File: config.mk
export PLATFORM = sky130hd
export DESIGN_NAME = cmd_ring_engine
export DESIGN_NICKNAME = d
export VERILOG_FILES = /design/src/rtl/cmd_ring_pkg.sv /design/src/rtl/cmd_ring_regs.sv /design/src/rtl/cmd_ring_fetch_fsm.sv /design/src/rtl/cmd_ring_engine.sv
export SDC_FILE = /design/constraint.sdc
export NUM_CORES = 1
export LEC_CHECK = 0
export ABC_AREA = 1
export BUFFER_PORTS_ARGS = -buffer_cell sky130_fd_sc_hd__buf_2
export CAP_MARGIN = 10
export CORE_ASPECT_RATIO = 0.5
export CORE_MARGIN = 3
export CORE_UTILIZATION = 58
export DETAILED_ROUTE_END_ITERATION = 6
export PLACE_DENSITY_LB_ADDON = 0.08
export SYNTH_ARGS = -nofsm -noshare
export SYNTH_HDL_FRONTEND = slang
export SYNTH_SLANG_ARGS = --single-unit
File: constraint.sdc
create_clock -name clk -period 4 [get_ports clk]
set_clock_uncertainty 0.1 [all_clocks]
set_input_delay 0.6 -clock clk [delete_from_list [all_inputs] [get_ports clk]]
set_output_delay 0.6 -clock clk [all_outputs]
set_load 0.03 [all_outputs]
File: src/rtl/cmd_ring_pkg.sv
package cmd_ring_pkg;
  typedef enum logic [1:0] {FS_IDLE, FS_REQ, FS_WAIT, FS_SEND} fetch_state_e;

  localparam int REG_AW       = 3;
  localparam int REG_DW       = 32;
  localparam int MEM_AW       = 64;
  localparam int RST_BIT      = 15;

  localparam logic [REG_AW-1:0] RA_BASE_LO = 3'd0;
  localparam logic [REG_AW-1:0] RA_BASE_HI = 3'd1;
  localparam logic [REG_AW-1:0] RA_SIZE    = 3'd2;
  localparam logic [REG_AW-1:0] RA_CTRL    = 3'd3;
  localparam logic [REG_AW-1:0] RA_WPTR    = 3'd4;
  localparam logic [REG_AW-1:0] RA_RPTR    = 3'd5;

  localparam logic [REG_DW-1:0] PTR_HIDDEN = 32'h0000_FFFF;
endpackage

File: src/rtl/cmd_ring_regs.sv
module cmd_ring_regs
  import cmd_ring_pkg::*;
#(
  parameter int PTR_W = 8
) (
  input  logic                 clk,
  input  logic                 rst_n,
  input  logic                 reg_we,
  input  logic [REG_AW-1:0]    reg_addr,
  input  logic [REG_DW-1:0]    reg_wdata,
  output logic [REG_DW-1:0]    reg_rdata,
  input  logic                 pwr_down,
  input  logic [PTR_W-1:0]     rp,
  input  logic                 busy,
  output logic [MEM_AW-1:0]    base,
  output logic [PTR_W-1:0]     wp,
  output logic [PTR_W-1:0]     mask,
  output logic                 run,
  output logic                 rp_hold,
  output logic                 rp_clr,
  output logic                 ring_full
);
  localparam int HALF_AW = MEM_AW / 2;

  logic [HALF_AW-1:0] base_lo_q, base_hi_q;
  logic [1:0]         size_q;
  logic [PTR_W-1:0]   wp_q;
  logic               run_q, hold_q;

  // ring length from the size code; codes above 1 select the full pointer range
  always_comb begin
    case (size_q)
      2'd0:    mask = PTR_W'(1);
      2'd1:    mask = PTR_W'(15);
      default: mask = '1;
    endcase
  end

  assign rp_clr    = reg_we && (reg_addr == RA_RPTR) && reg_wdata[RST_BIT];
  assign base      = {base_hi_q, base_lo_q};
  assign wp        = wp_q;
  assign run       = run_q;
  assign rp_hold   = hold_q;
  assign ring_full = (PTR_W'(wp_q + 1'b1) & mask) == rp;

  always_ff @(posedge clk) begin
    if (!rst_n) begin
      base_lo_q <= '0;
      base_hi_q <= '0;
      size_q    <= '0;
      wp_q      <= '0;
      run_q     <= 1'b0;
      hold_q    <= 1'b0;
    end else if (reg_we) begin
      case (reg_addr)
        RA_BASE_LO: base_lo_q <= reg_wdata;
        RA_BASE_HI: base_hi_q <= reg_wdata;
        RA_SIZE:    size_q    <= reg_wdata[1:0];
        RA_CTRL:    run_q     <= reg_wdata[0];
        RA_WPTR:    wp_q      <= reg_wdata[PTR_W-1:0] & mask;
        RA_RPTR:    hold_q    <= reg_wdata[RST_BIT];
        default:    ;
      endcase
    end
  end

  always_comb begin
    reg_rdata = '0;
    case (reg_addr)
      RA_BASE_LO: reg_rdata = base_lo_q;
      RA_BASE_HI: reg_rdata = base_hi_q;
      RA_SIZE:    reg_rdata = REG_DW'(size_q);
      RA_CTRL:    reg_rdata = REG_DW'(run_q | busy);
      RA_WPTR:    reg_rdata = pwr_down ? PTR_HIDDEN : REG_DW'(wp_q);
      RA_RPTR:    reg_rdata = pwr_down ? PTR_HIDDEN
                            : (REG_DW'(rp) | (REG_DW'(hold_q) << RST_BIT));
      default:    reg_rdata = '0;
    endcase
  end

  // the fetch side must honour a pointer reset on the very next edge
  a_r6_rp_reset_clears: assert property (@(posedge clk) disable iff (!rst_n)
    rp_clr |=> (rp == '0));
endmodule

File: src/rtl/cmd_ring_fetch_fsm.sv
module cmd_ring_fetch_fsm
  import cmd_ring_pkg::*;
#(
  parameter int PTR_W = 8,
  parameter int CMD_W = 32
) (
  input  logic               clk,
  input  logic               rst_n,
  input  logic               run,
  input  logic               rp_hold,
  input  logic               rp_clr,
  input  logic               pwr_down,
  input  logic [MEM_AW-1:0]  base,
  input  logic [PTR_W-1:0]   wp,
  input  logic [PTR_W-1:0]   mask,
  output logic [PTR_W-1:0]   rp,
  output logic               busy,
  output logic               mem_req_valid,
  input  logic               mem_req_ready,
  output logic [MEM_AW-1:0]  mem_req_addr,
  input  logic               mem_rsp_valid,
  input  logic [CMD_W-1:0]   mem_rsp_data,
  output logic               cmd_valid,
  input  logic               cmd_ready,
  output logic [CMD_W-1:0]   cmd_data
);
  localparam int BYTE_SH = $clog2(CMD_W / 8);

  fetch_state_e     state_q;
  logic [PTR_W-1:0] rp_q, slot;
  logic [CMD_W-1:0] cmd_q;
  logic             start;

  assign slot          = PTR_W'(rp_q + 1'b1) & mask;
  assign start         = run && !rp_hold && !pwr_down && (rp_q != wp);
  assign mem_req_valid = (state_q == FS_REQ);
  assign mem_req_addr  = base + (MEM_AW'(slot) << BYTE_SH);
  assign cmd_valid     = (state_q == FS_SEND);
  assign cmd_data      = cmd_q;
  assign busy          = (state_q != FS_IDLE);
  assign rp            = rp_q;

  always_ff @(posedge clk) begin
    if (!rst_n) begin
      state_q <= FS_IDLE;
      rp_q    <= '0;
      cmd_q   <= '0;
    end else begin
      if (rp_clr)
        rp_q <= '0;
      else if (state_q == FS_SEND && cmd_ready)
        rp_q <= slot;
      case (state_q)
        FS_IDLE: if (start) state_q <= FS_REQ;
        FS_REQ:  if (mem_req_ready) state_q <= FS_WAIT;
        FS_WAIT: if (mem_rsp_valid) begin
          cmd_q   <= mem_rsp_data;
          state_q <= FS_SEND;
        end
        FS_SEND: if (cmd_ready) state_q <= FS_IDLE;
        default: state_q <= FS_IDLE;
      endcase
    end
  end

  // a request is never made for the slot software has not yet filled
  a_r4_no_fetch_past_wp: assert property (@(posedge clk) disable iff (!rst_n)
    mem_req_valid |-> (rp != wp));
  // a stalled command holds still
  a_r7_cmd_hold: assert property (@(posedge clk) disable iff (!rst_n)
    (cmd_valid && !cmd_ready) |=> (cmd_valid && $stable(cmd_data)));
  // read pointer moves only on a downstream accept or a reset
  a_r2_rp_moves_on_accept: assert property (@(posedge clk) disable iff (!rst_n)
    (!(cmd_valid && cmd_ready) && !rp_clr) |=> $stable(rp));
  // no fetch begins while powered down
  a_r9_no_start_in_pwrdn: assert property (@(posedge clk) disable iff (!rst_n)
    $rose(mem_req_valid) |-> !$past(pwr_down));
endmodule

File: src/rtl/cmd_ring_engine.sv
module cmd_ring_engine
  import cmd_ring_pkg::*;
#(
  parameter int PTR_W   = 8,
  parameter int CMD_W   = 32,
  parameter int CODEC_W = 4
) (
  input  logic                 clk,
  input  logic                 rst_n,
  input  logic                 reg_we,
  input  logic [2:0]           reg_addr,
  input  logic [31:0]          reg_wdata,
  output logic [31:0]          reg_rdata,
  input  logic                 pwr_down,
  output logic                 mem_req_valid,
  input  logic                 mem_req_ready,
  output logic [63:0]          mem_req_addr,
  input  logic                 mem_rsp_valid,
  input  logic [CMD_W-1:0]     mem_rsp_data,
  output logic                 cmd_valid,
  input  logic                 cmd_ready,
  output logic [CMD_W-1:0]     cmd_data,
  output logic [CODEC_W-1:0]   cmd_codec,
  output logic                 ring_full
);
  logic [MEM_AW-1:0] base;
  logic [PTR_W-1:0]  wp, rp, mask;
  logic              run, rp_hold, rp_clr, busy;

  cmd_ring_regs #(.PTR_W(PTR_W)) regs_i (
    .clk(clk), .rst_n(rst_n), .reg_we(reg_we), .reg_addr(reg_addr),
    .reg_wdata(reg_wdata), .reg_rdata(reg_rdata), .pwr_down(pwr_down),
    .rp(rp), .busy(busy), .base(base), .wp(wp), .mask(mask), .run(run),
    .rp_hold(rp_hold), .rp_clr(rp_clr), .ring_full(ring_full)
  );

  cmd_ring_fetch_fsm #(.PTR_W(PTR_W), .CMD_W(CMD_W)) fetch_i (
    .clk(clk), .rst_n(rst_n), .run(run), .rp_hold(rp_hold), .rp_clr(rp_clr),
    .pwr_down(pwr_down), .base(base), .wp(wp), .mask(mask), .rp(rp),
    .busy(busy), .mem_req_valid(mem_req_valid), .mem_req_ready(mem_req_ready),
    .mem_req_addr(mem_req_addr), .mem_rsp_valid(mem_rsp_valid),
    .mem_rsp_data(mem_rsp_data), .cmd_valid(cmd_valid), .cmd_ready(cmd_ready),
    .cmd_data(cmd_data)
  );

  assign cmd_codec = cmd_data[CMD_W-1 -: CODEC_W];
endmodule

# [After elaboration in Yosys (flattened, before gate mapping)]
# Cells that the tools add are included.
[op_classes] shift=0 muxes=9 order_cmp=0 div_mod_pow=0 n_mul=0 add_sub_neg=3 n_eq_ne=15 n_reduce_logical=21 n_bitwise=6
[op_table] cell="32-bit one-hot mux with 6 select lines" count=1
[op_table] cell="64-bit by 10-bit adder with 64-bit output" count=1
[op_table] cell="32-bit two-way mux" count=1
[op_table] cell="8-bit AND" count=3
[op_table] cell="8-bit by 1-bit adder with 8-bit output, second input constant" count=2
[op_table] cell="16-bit two-way mux" count=1
[op_table] cell="8-bit by 16-bit OR with 16-bit output" count=1
[op_table] cell="8-bit one-hot mux with 2 select lines" count=1
[op_table] cell="2-bit AND reduction" count=7
[op_table] cell="8-bit equality test" count=1
[op_table] cell="2-bit two-way mux" count=4
[op_table] cell="8-bit inequality test" count=1
[op_table] cell="2-bit one-hot mux with 4 select lines" count=1
[op_table] cell="3-bit by 2-bit equality test with 1-bit output, second input constant" count=2
[op_table] cell="3-bit equality test, second input constant" count=2
[op_table] cell="1-bit logical AND" count=6
[op_table] cell="2-bit by 1-bit inequality test with 1-bit output, second input constant" count=3
[op_table] cell="2-bit by 1-bit equality test with 1-bit output, second input constant" count=2
[op_table] cell="2-bit equality test, second input constant" count=2
[op_table] cell="2-bit logical NOT" count=2
[op_table] cell="4-bit AND reduction" count=1
[op_table] cell="3-bit by 1-bit equality test with 1-bit output, second input constant" count=1
[op_table] cell="3-bit logical NOT" count=1
[op_table] cell="1-bit logical NOT" count=2
[op_table] cell="other kinds (5)" count=5
[totals] romBits=0 regBits=118 mem_bits_rw=0 latchBits=0 output_inout_bits=135 memories=0 input_bits=74

# [Longest topological paths before layout]
# Gate-level depths: netlist of the first run.
[logic_depth] depth_word=6 ltp_mapped=18

# [By module]
# Synthesis of the first run repeated with hierarchy kept, for this count alone.
[unflattened] hier_cells=1270 hier_area_um2=7897.6
[by_module_without_submodules] module="cmd_ring_fetch_fsm" cells_each=742 area_per_inst_um2=4215.3 n_inst=1
[by_module_without_submodules] module="cmd_ring_regs" cells_each=524 area_per_inst_um2=3652.3 n_inst=1
[by_module_without_submodules] module="cmd_ring_engine" cells_each=4 area_per_inst_um2=30.0 n_inst=1

# [Worst setup path after synthesis of the first run]
# Ideal clock, no wire load.
[synth_path] kind="flip-flop to output port" start="register fetch_i.rp_q[1] (netlist: fetch_i.rp[1])" end="output mem_req_addr[17]" t_arrival_ps=2598 setup_slack_ps=702 path_stages_with_launch=16 path_buffers=0 required_ps=3300 cell_sequence="dfxtp_1 ha_1 nand3_1 nor2_1 nand2_1 xor2_1 nand2_1 inv_1 ha_1 nand2_1 o21ai_0 inv_1 nand2_1 nand3_1 nand2_1 xor2_1"
[synth_between] elab_chain_len=3
[synth_lines] item="start: declaration" line="cmd_ring_fetch_fsm.sv:30" text="logic [PTR_W-1:0] rp_q, slot;"
[synth_lines] item="start signal: assignment" line="cmd_ring_fetch_fsm.sv:52" text="rp_q <= slot;"
[synth_lines] item="8-bit by 1-bit adder with 8-bit output" line="cmd_ring_fetch_fsm.sv:34" text="assign slot = PTR_W'(rp_q + 1'b1) & mask;"
[synth_lines] item="8-bit AND" line="cmd_ring_fetch_fsm.sv:34"
[synth_lines] item="via fetch_i.slot[6]" line="cmd_ring_fetch_fsm.sv:30"
[synth_lines] item="64-bit by 10-bit adder with 64-bit output" line="cmd_ring_fetch_fsm.sv:37" text="assign mem_req_addr = base + (MEM_AW'(slot) << BYTE_SH);"
[synth_lines] item="end: declaration" line="cmd_ring_engine.sv:17" text="output logic [63:0] mem_req_addr,"
# The timed path passes the listed nets, and every way through them passes these cells.

# [Worst setup path in the final report of the first run]
[layout_path] start="register fetch_i.rp_q[1] (netlist: fetch_i.rp[1])" end="output mem_req_addr[46]"
# Same word-level chain as after synthesis.

==> results.cfg, run 1 <==
[synth]
post-synth-top-area-fraction_pct = 30.85
synth_fa_ha_area_share_pct = 2.713
main_combinational_cell_family_by_area_after_synthesis = simple AND/OR/NAND/NOR gates
syn_nets = 1289
netlist_instances = 1199
synth_area_leaders = dfxtp_1, nand2_1, nor2_1, inv_1, o21ai_0
synth-xor-area-share_pct = 5.034
synth.yosys.seq_area_share_pct = 30.85
async_reset_ff_share_pct = 0
synth_seq_cells = 118
mappedNetlistArea_um2 = 7656
synth-edff-count = 0
synth_flop_cell = dfxtp_1
synthDominantAreaCellType = dfxtp_1
post_synth_num_cell_types = 42
synth.top_cells.by_count = nand2_1, nor2_1, inv_1
yosys.cell_count.top_type = nand2_1
synth_mux_area_share_pct = 0
synth_compound_gate_area_share_pct = 18.74
yosysWarnings = 0
post_synth.cell_area_avg_um2 = 6.385
synth-simple-area-share_pct = 32.11

[pwr]
pwr-share-seq_pct = 36.0
power_switching_mw = 1.347
total_leakage_power_nw = 4.354
clockPowerShare_pct = 42.9
powerDensity_nw_per_um2 = 404.0
netSwitchingFraction_pct = 35.33
vdd_ir_drop_max_v = 0.0003346
share_comb_of_total_power_pct = 21.1
power.internal_mw = 2.466

[hold_path]
min_path_cells = 3
holdCritPathClass = input port to flop
min_delay_src = mem_rsp_data[3]

[worst_setup_path]
start_kind = flop
required_ps = 3300
arrival_time_of_data_at_the_critical_path_endpoint_ps = 3290
launch_point_of_the_worst_reg_to_reg_path = fetch_i.state_q[0]
worst_r2r_path_depth = 6
startpoint = fetch_i.rp[1]
timing.setup.critical_path_class = flop to output pin
path_max_fanout = 10
end_kind = output pin

[sta]
hold_ws_ps = 316.6
final-max-slew-violation-count = 0
hold_violations = 0
timing.final.crit_share_pct = 99.70
period_needed_ps = 3988
timing.final.ws_setup_ps = 12.18
maxSlewHeadroom_pct = 31.66
grt_setup_unrepaired = true
max_freq_mhz = 250.8
timing_worst_slew_pin_value_ps = 1025
setup_viol = 0

[global_routing]
gr-usage-all-layers_pct = 37.27
grt_pass1_wl_um = 43510
grt_pass1_vias = 8484
grt_start_max_net_pins = 65
overflow = 0
initial_antenna_violation_count = 0

[cells_and_area]
area_growth_syn_to_layout_pct = 23.30
n_antenna_cell = 0
final_layout_size_suffix_gt1_share_pct = 21.63
finalCoreUtilization_pct = 76.55
layout.nets = 1478

[job]
max_cap_violations = 0

[route]
route.vias.total = 9503
detailedRoute.firstIterationViolations = 1504
routed_via_density = 6.068
drtPass1Iterations = 7
antenna_left = 0
post_detailed_route_wirelength_per_cell_um = 18.20
finalWirelength_um = 28500
drt_drc_violations_left = 16

[floorplanning]
die_y_um = 87.24
num_io_pins = 209
dieArea_um2 = 14700
die_width_um = 168.5
num_rows = 28
initial_utilization_pct = 62.08
core-area_um2 = 12330

[place]
port_buffers = 208
place_ws_ps = 438.8
dp.final_hpwl_um = 20890
gp_congestion = 1.071

[cts]
cts_tree = built
root_buffer_master = clkbuf_16
cts_hold_buffers = 0
cts.htree.levels = 4
max-clock-path-buffers = 2
path_clk_slew_ps = 70
cts_made_buffers = 17
cts_sinks = 118
worstSkewPairLatency_ps = 430

[run_status]
violations_in_the_final_reports = DRC
outcome = complete, but fails checks
==> per-stage QoR <==
stage | instances | setup TNS [ps] | cell area [um2] | power, mW
4_1_cts | 1564 | 0 | 9321 | 3.773
2_1_floorplan | 1199 | 0 | 7656 | 1.934
6_report | 1566 | 0 | 9440 | 3.813
3_3_place_gp | 1532 | 0 | 8708 | 2.155
5_1_grt | 1566 | -1590 | 9440 | 3.931
3_5_place_dp | 1532 | 0 | 8708 | 2.178
==> power groups by stage <==
| stage | clock, mW | sequential, mW | combinational [mW] |
|---|---|---|---|
| 6_report | 1.64 | 1.37 | 0.803 |
| 3_5_place_dp | 0 | 1.39 | 0.787 |
| 5_1_grt | 1.68 | 1.38 | 0.869 |
| 3_3_place_gp | 0 | 1.39 | 0.768 |
| 2_1_floorplan | 0 | 1.51 | 0.427 |
| 4_1_cts | 1.61 | 1.37 | 0.792 |
==> metal layers <==
layer	routed length, um	up-vias	global-route usage [%]
met4	1103	0	13.29
met3	3881	135	9.021
met5	0	-	0
met1	11110	4260	48.79
met2	12410	758	60.80
li1	-	4350	-
==> worst max-delay path, stage by stage, from the launching register on <==
cell and delay [ps]:
dfxtp_2 390, nand3_1 130, nor2_2 150, nand3_1 160, o21ai_1 200, nand2_1 100
nor2_2 180, ha_1 320, nand2_1 170, inv_1 80, a21oi_2 200, nand2_4 150
nand3_1 130, xor2_1 270, buf_4 220
==> path summary, 6_finish.rpt <==
path                          endpoint  slack (ps)
setup reg to reg   fetch_i.cmd_data[3]        1400
setup / recovery      mem_req_addr[46]          10
hold reg to reg   fetch_i.cmd_data[26]         380
hold / removal     fetch_i.cmd_data[3]         320
==> what timing repair did <==
item	4_1_cts	5_1_grt
pin swaps	0	2
resized for setup	2	33
setup buffers	0	2
endpoints found under the setup margin	4	54
==> layout by cell type (no fill, tap or decap), drive strengths merged <==
cell type,Yosys,layout
nand3b,4,4
clkinvlp,0,1
ha,15,15
or2,4,4
nand2,247,247
nor3b,1,1
buf,18,212
fa,1,1
a22oi,1,1
o2111ai,8,8
o21ai,131,131
and3,1,1
nor2,165,165
a21oi,92,92
o221ai,7,7
and2,1,1
dfxtp,118,118
xnor2,4,4
xor2,40,40
nand4,40,40
bufinv,0,2
nand3,68,68
o22ai,17,17
a211oi,8,8
nor4,1,1
inv,149,159
clkbuf,28,21
nor3,29,29
clkinv,0,2
a31oi,1,1
==> sequential cells by signal, indices dropped and copies added, names as in the netlist <==
| signal | cells |
|---|---|
| fetch_i.cmd_data | 32 |
| regs_i.base_hi_q | 32 |
| regs_i.base_lo_q | 32 |
| fetch_i.rp | 8 |
| regs_i.wp | 8 |
| fetch_i.state_q | 2 |
| regs_i.size_q | 2 |
| regs_i.rp_hold | 1 |
| regs_i.run | 1 |
==> final cells by class <==
cell class,count,area [um2]
clock buffers,17,425.4
clock inverters,15,185.2
well taps,165,206.4
inverters,149,561.8
flip-flops and latches,118,2366
multi-input cells,886,4579
repair buffers,216,1116
fillers,963,2892
==> logic make-up after synthesis <==
group | count (synthesis)
AOI/OAI and AO/OA | 265
and+or+nand+nor | 561
DFF | 118
xor gates and xnor gates | 44
adders and majority gates | 16
buffers and inverters | 195
(Power assumes the default switching activity.)
==> run 2, diff against run 1 <==
Settings changed: RECOVER_POWER set to 100.
==> run 2 against run 1 <==
Effect of this change:
- the run ends with DRC, capacitance limit, slew limit left
- first-iteration DRC count decreased by 5.9%
- global-route usage unchanged
- register-to-register slack about the same
- final cell count did not move
- critical path depth unchanged
- clock power barely moved
- combinational power fell by 3.9%
- sequential share of layout area up 0.33 points
- routed wire length down 0.11%
- critical path type unchanged
- largest cell class unchanged
- highest routed layer unchanged
==> results.cfg, run 2 (same netlist as run 1, synthesis figures left out) <==
[run_status]
outcome = complete, but fails checks
violations_in_the_final_reports = DRC, capacitance limit, slew limit

[place]
place_ws_ps = 438.8
placed_cell_area_um2 = 8708
port_buffers = 208
dp.final_hpwl_um = 20890
dpl.cell_count = 1532
gp_congestion = 1.071

[sta]
final-max-slew-violation-count = 101
hold_ws_ps = 316.4
finalSetupTns_ps = 0
max_freq_mhz = 252.6
timing.final.crit_share_pct = 98.98
timing.final.ws_setup_ps = 40.74
hold_violations = 0
grt_setup_unrepaired = true
timing_worst_slew_pin_value_ps = 1677
maxSlewHeadroom_pct = -11.92
period_needed_ps = 3959
setup_viol = 0

[cells_and_area]
layout.cells.most_common = nand2_1
layout.cells.most_common_list = nand2_1, nor2_1, inv_1
layout.nets = 1478
layout.cell_area.non_filler_um2 = 9319
finalCoreUtilization_pct = 75.57
final_cell_count_no_fill = 1566
fill_cells = 1024
n_antenna_cell = 0
multi_input_comb_area_um2 = 4568
area_growth_syn_to_layout_pct = 21.72
register_area_um2 = 2366
final_layout_size_suffix_gt1_share_pct = 15.42

[cts]
path_clk_slew_ps = 70
cts.htree.levels = 4
root_buffer_master = clkbuf_16
cts_sinks = 118
cts_tree = built
worstSkewPairLatency_ps = 430
cts_made_buffers = 17
cts_hold_buffers = 0
max-clock-path-buffers = 2

[route]
drt_drc_violations_left = 4
route.vias.total = 9470
finalWirelength_um = 28470
post_detailed_route_wirelength_per_cell_um = 18.18
drtPass1Iterations = 7
routed_via_density = 6.047
detailedRoute.firstIterationViolations = 1416
antenna_left = 0

[worst_setup_path]
required_ps = 3300
launch_point_of_the_worst_reg_to_reg_path = fetch_i.state_q[0]
worst_r2r_path_depth = 6
end_kind = output pin
arrival_time_of_data_at_the_critical_path_endpoint_ps = 3260
timing.setup.critical_path_class = flop to output pin
rrSetupSlack_ps = 1410
rr_endpoint = fetch_i.cmd_data[3]
start_kind = flop
path_max_fanout = 10

[pwr]
share_comb_of_total_power_pct = 20.4
power.internal_mw = 2.437
powerDensity_nw_per_um2 = 406.1
clockPowerShare_pct = 43.3
netSwitchingFraction_pct = 35.59
vdd_ir_drop_max_v = 0.0003239
power_switching_mw = 1.347
total_leakage_power_nw = 4.002
total_power_mw = 3.784
pwr-share-seq_pct = 36.3

[floorplanning]
die_width_um = 168.5
num_rows = 28
die_y_um = 87.24
num_io_pins = 209
initial_utilization_pct = 62.08
core-area_um2 = 12330
dieArea_um2 = 14700

[hold_path]
hold_end = fetch_i.cmd_data[3]
holdCritPathClass = input port to flop
min_delay_src = mem_rsp_data[3]
min_path_cells = 3

[global_routing]
initial_antenna_violation_count = 0
grt_start_max_net_pins = 65
overflow = 0
grt_pass1_wl_um = 43510
grt_pass1_vias = 8484
gr-usage-all-layers_pct = 37.27

[job]
max_cap_violations = 2
## run 2: worst max-delay path by stage
stage / startpoint / depth (start not counted) / endpoint / slack (ps)
after floorplan: fetch_i.rp[1] / 15 / mem_req_addr[17] / 700
after global placement: fetch_i.rp[1] / 16 / mem_req_addr[36] / 520
after detailed placement: fetch_i.rp[1] / 18 / mem_req_addr[37] / 440
after CTS: fetch_i.rp[1] / 16 / mem_req_addr[36] / 20
after global routing: fetch_i.rp[1] / 15 / mem_req_addr[54] / -110
final: fetch_i.rp[1] / 14 / mem_req_addr[46] / 40
## run 2: worst max-delay path, cell delays in order (launching register included)
cell,delay [ps]
dfxtp_2,390
nand3_1,130
nor2_2,150
nand3_1,160
o21ai_1,200
nand2_1,100
nor2_2,170
ha_1,320
nand2_1,170
inv_1,80
a21oi_2,210
nand2_4,150
nand3_1,130
xor2_1,260
buf_4,220
## run 2: final cells by class
cell class / count / share of cell area [%]
well taps: 165 / 2.215
multi-input cells: 886 / 49.02
flip-flops and latches: 118 / 25.39
clock buffers: 17 / 4.565
inverters: 149 / 6.028
clock inverters: 15 / 1.987
repair buffers: 216 / 10.79
## run 2: power groups by stage
| stage | sequential, mW | combinational, mW | clock [mW] |
|---|---|---|---|
| 2_1_floorplan | 1.51 | 0.427 | 0 |
| 3_3_place_gp | 1.39 | 0.768 | 0 |
| 3_5_place_dp | 1.39 | 0.787 | 0 |
| 4_1_cts | 1.37 | 0.792 | 1.61 |
| 5_1_grt | 1.39 | 0.837 | 1.68 |
| 6_report | 1.37 | 0.772 | 1.64 |
## run 2: what timing repair did
action / CTS / global route
endpoints found under the setup margin: 4 / 54
resized for setup: 2 / 33
buffers inserted: 0 / 2
endpoints found under the hold margin: 0 / 0
pin swaps: 0 / 2
## run 2: routing by layer
layer,vias up,part of all wire [%],global-route usage [%]
met5,-,0,0
li1,4338,-,-
met4,0,3.6,13.29
met3,116,13,9.021
met1,4277,40,48.79
met2,739,44,60.80
==> run 3, diff against run 2 <==
Settings changed: ABC_AREA 1 to not set, CORE_UTILIZATION 58 to 57.
==> run 3 against run 2 <==
Effect of this change:
- the run ends with capacitance limit, slew limit, setup timing left
- cell area up 3.1%
- sequential share of layout area down 0.70 points
- final cell count down 14%
- via count down 14%
- combinational power down 65%
- clock-buffer cell count up 1
- synthesized cell count down 19%
- highest routed layer unchanged
- fmax down 2.6%
- worst setup slack worse by 110 ps
==> results.cfg, run 3 <==
[synth]
synth_compound_gate_area_share_pct = 22.23
synth_area_leaders = dfxtp_1, nand2_1, a21boi_0, xnor2_1, clkbuf_1
mappedNetlistArea_um2 = 7486
synth-simple-area-share_pct = 26.59
post_synth.cell_area_avg_um2 = 7.670
synth.top_cells.by_count = nand2_1, dfxtp_1, a21boi_0
post_synth_num_cell_types = 62
syn_nets = 1066
yosysWarnings = 0
main_combinational_cell_family_by_area_after_synthesis = simple AND/OR/NAND/NOR gates
synth-edff-count = 0
post-synth-top-area-fraction_pct = 31.56
synth_fa_ha_area_share_pct = 2.775
synthDominantAreaCellType = dfxtp_1
netlist_instances = 976
async_reset_ff_share_pct = 0
synth_flop_cell = dfxtp_1
yosys.cell_count.top_type = nand2_1
synth_seq_cells = 118
synth-xor-area-share_pct = 9.310
synth_mux_area_share_pct = 2.474
synth.yosys.seq_area_share_pct = 31.56

[place]
port_buffers = 208
gp_congestion = 0.9249
placed_cell_area_um2 = 8628
dp.final_hpwl_um = 17580
place_ws_ps = 22.78

[global_routing]
overflow = 0
gr-usage-all-layers_pct = 32.73
grt_start_max_net_pins = 50
initial_antenna_violation_count = 0
grt_pass1_wl_um = 38760
grt_pass1_vias = 7659

[sta]
maxSlewHeadroom_pct = -35.19
timing_worst_slew_pin_value_ps = 2028
hold_violations = 0
grt_setup_unrepaired = true
timing.final.ws_setup_ps = -65.60
max_freq_mhz = 246.0
final-max-slew-violation-count = 78
period_needed_ps = 4066
timing.final.crit_share_pct = 101.6
setup_viol = 6

[floorplanning]
die_width_um = 168.1
initial_utilization_pct = 60.88
num_rows = 28
die_y_um = 87.04
core-area_um2 = 12300
dieArea_um2 = 14630
num_io_pins = 209

[route]
drtPass1Iterations = 7
route.vias.total = 8115
finalWirelength_um = 25380
post_detailed_route_wirelength_per_cell_um = 18.89
antenna_left = 0
routed_via_density = 6.038
drt_drc_violations_left = 0
detailedRoute.firstIterationViolations = 926

[worst_setup_path]
path_max_fanout = 6
timing.setup.critical_path_class = flop to output pin
arrival_time_of_data_at_the_critical_path_endpoint_ps = 3370
end_kind = output pin
path_cells = ha_4 -> nand2_2 -> or3_4 -> a21oi_4 -> ha_4 -> o21ai_4 -> a2111o_1 -> a211o_4 -> or3_4 -> xnor2_2 -> buf_6
cp_slowest_stage_delay_ps = 490
start_kind = flop
required_ps = 3300
cp_slowest_cell = a2111o_1

[cts]
cts_made_buffers = 17
worstSkewPairLatency_ps = 410
cts_tree = built
cts.htree.levels = 4
root_buffer_master = clkbuf_16
cts_hold_buffers = 0
max-clock-path-buffers = 2
path_clk_slew_ps = 60
cts_sinks = 118

[cells_and_area]
layout.nets = 1257
layout.cells.most_common = nand2_1
layout.cells.most_common_list = nand2_1, buf_2, dfxtp_1
finalCoreUtilization_pct = 78.12
final_layout_size_suffix_gt1_share_pct = 24.85
n_antenna_cell = 0
area_growth_syn_to_layout_pct = 28.33
layout.cell_area.non_filler_um2 = 9607

[pwr]
powerDensity_nw_per_um2 = 310.8
total_leakage_power_nw = 3.627
total_power_mw = 2.986
vdd_ir_drop_max_v = 0.0002721

[hold_path]
holdCritPathClass = input port to flop

[run_status]
outcome = complete, but fails checks
violations_in_the_final_reports = capacitance limit, slew limit, setup timing

[job]
max_cap_violations = 2
run 3: metal layers:
layer	wire [um]	global-route usage, %
met2	11530	52.94
met1	10370	43.48
met4	525	10.99
met5	0	0
met3	2962	7.888
run 3: worst max-delay path, delay by kind of cell, from the launching register on:
family          cells  cell delay [ps]
compound gates      4             1140
simple gates        3              800
flops               1              370
fa+ha+maj           2              330
buf+inv             1              150
xor+xnor            1              140
run 3: area by class of cell:
| type | count | area, um2 |
|---|---|---|
| clock buffer | 18 | 429.2 |
| timing repair buffer | 249 | 1340 |
| clock inverter | 13 | 135.1 |
| fill | 933 | 2690 |
| tap | 165 | 206.4 |
| inverter | 15 | 56.30 |
| multi-input combinational | 766 | 5067 |
| sequential | 118 | 2372 |
run 3: worst paths after layout:
path         slack, ps  depth (start not counted)            startpoint                    to
max                -70                         11         fetch_i.rp[0]      mem_req_addr[34]
min                330                          3       mem_rsp_data[6]   fetch_i.cmd_data[6]
max reg2reg       1580                          5    fetch_i.state_q[0]   fetch_i.cmd_data[1]
min reg2reg        370                          2  fetch_i.cmd_data[17]  fetch_i.cmd_data[17]
run 3: metrics by stage:
step	hold slack, ps	cells	TNS, ps
6_report	331.7	1344	-201.4
5_1_grt	344.0	1344	-1336
4_1_cts	328.5	1335	-20.99
3_5_place_dp	356.5	1301	0
3_3_place_gp	346.9	1301	0
2_1_floorplan	356.3	976	0
run 3: cells by family (layout without fill, tap and decap cells):
family | Yosys count | in the layout
buffers and inverters | 92 | 295
AO/OA/AOI/OAI | 224 | 224
AND/OR/NAND/NOR | 432 | 432
flip-flops | 118 | 118
multiplexers | 17 | 17
XOR/XNOR | 77 | 77
adder cells (fa/ha/maj) | 16 | 16
run 3: where the power goes:
group / leakage, nW / total (mW) / switching, mW / internal [mW]
combinational: 2.41 / 0.272 / 0.175 / 0.0970
sequential: 0.955 / 1.22 / 0.0264 / 1.19
clock: 0.264 / 1.50 / 0.588 / 0.909
run 3: repair_timing:
item                                    CTS  global route
setup buffers                             2             7
endpoints found under the setup margin   47            46
gates cloned                              1             2
pin swaps                                 9            20
resized for setup                        31            74
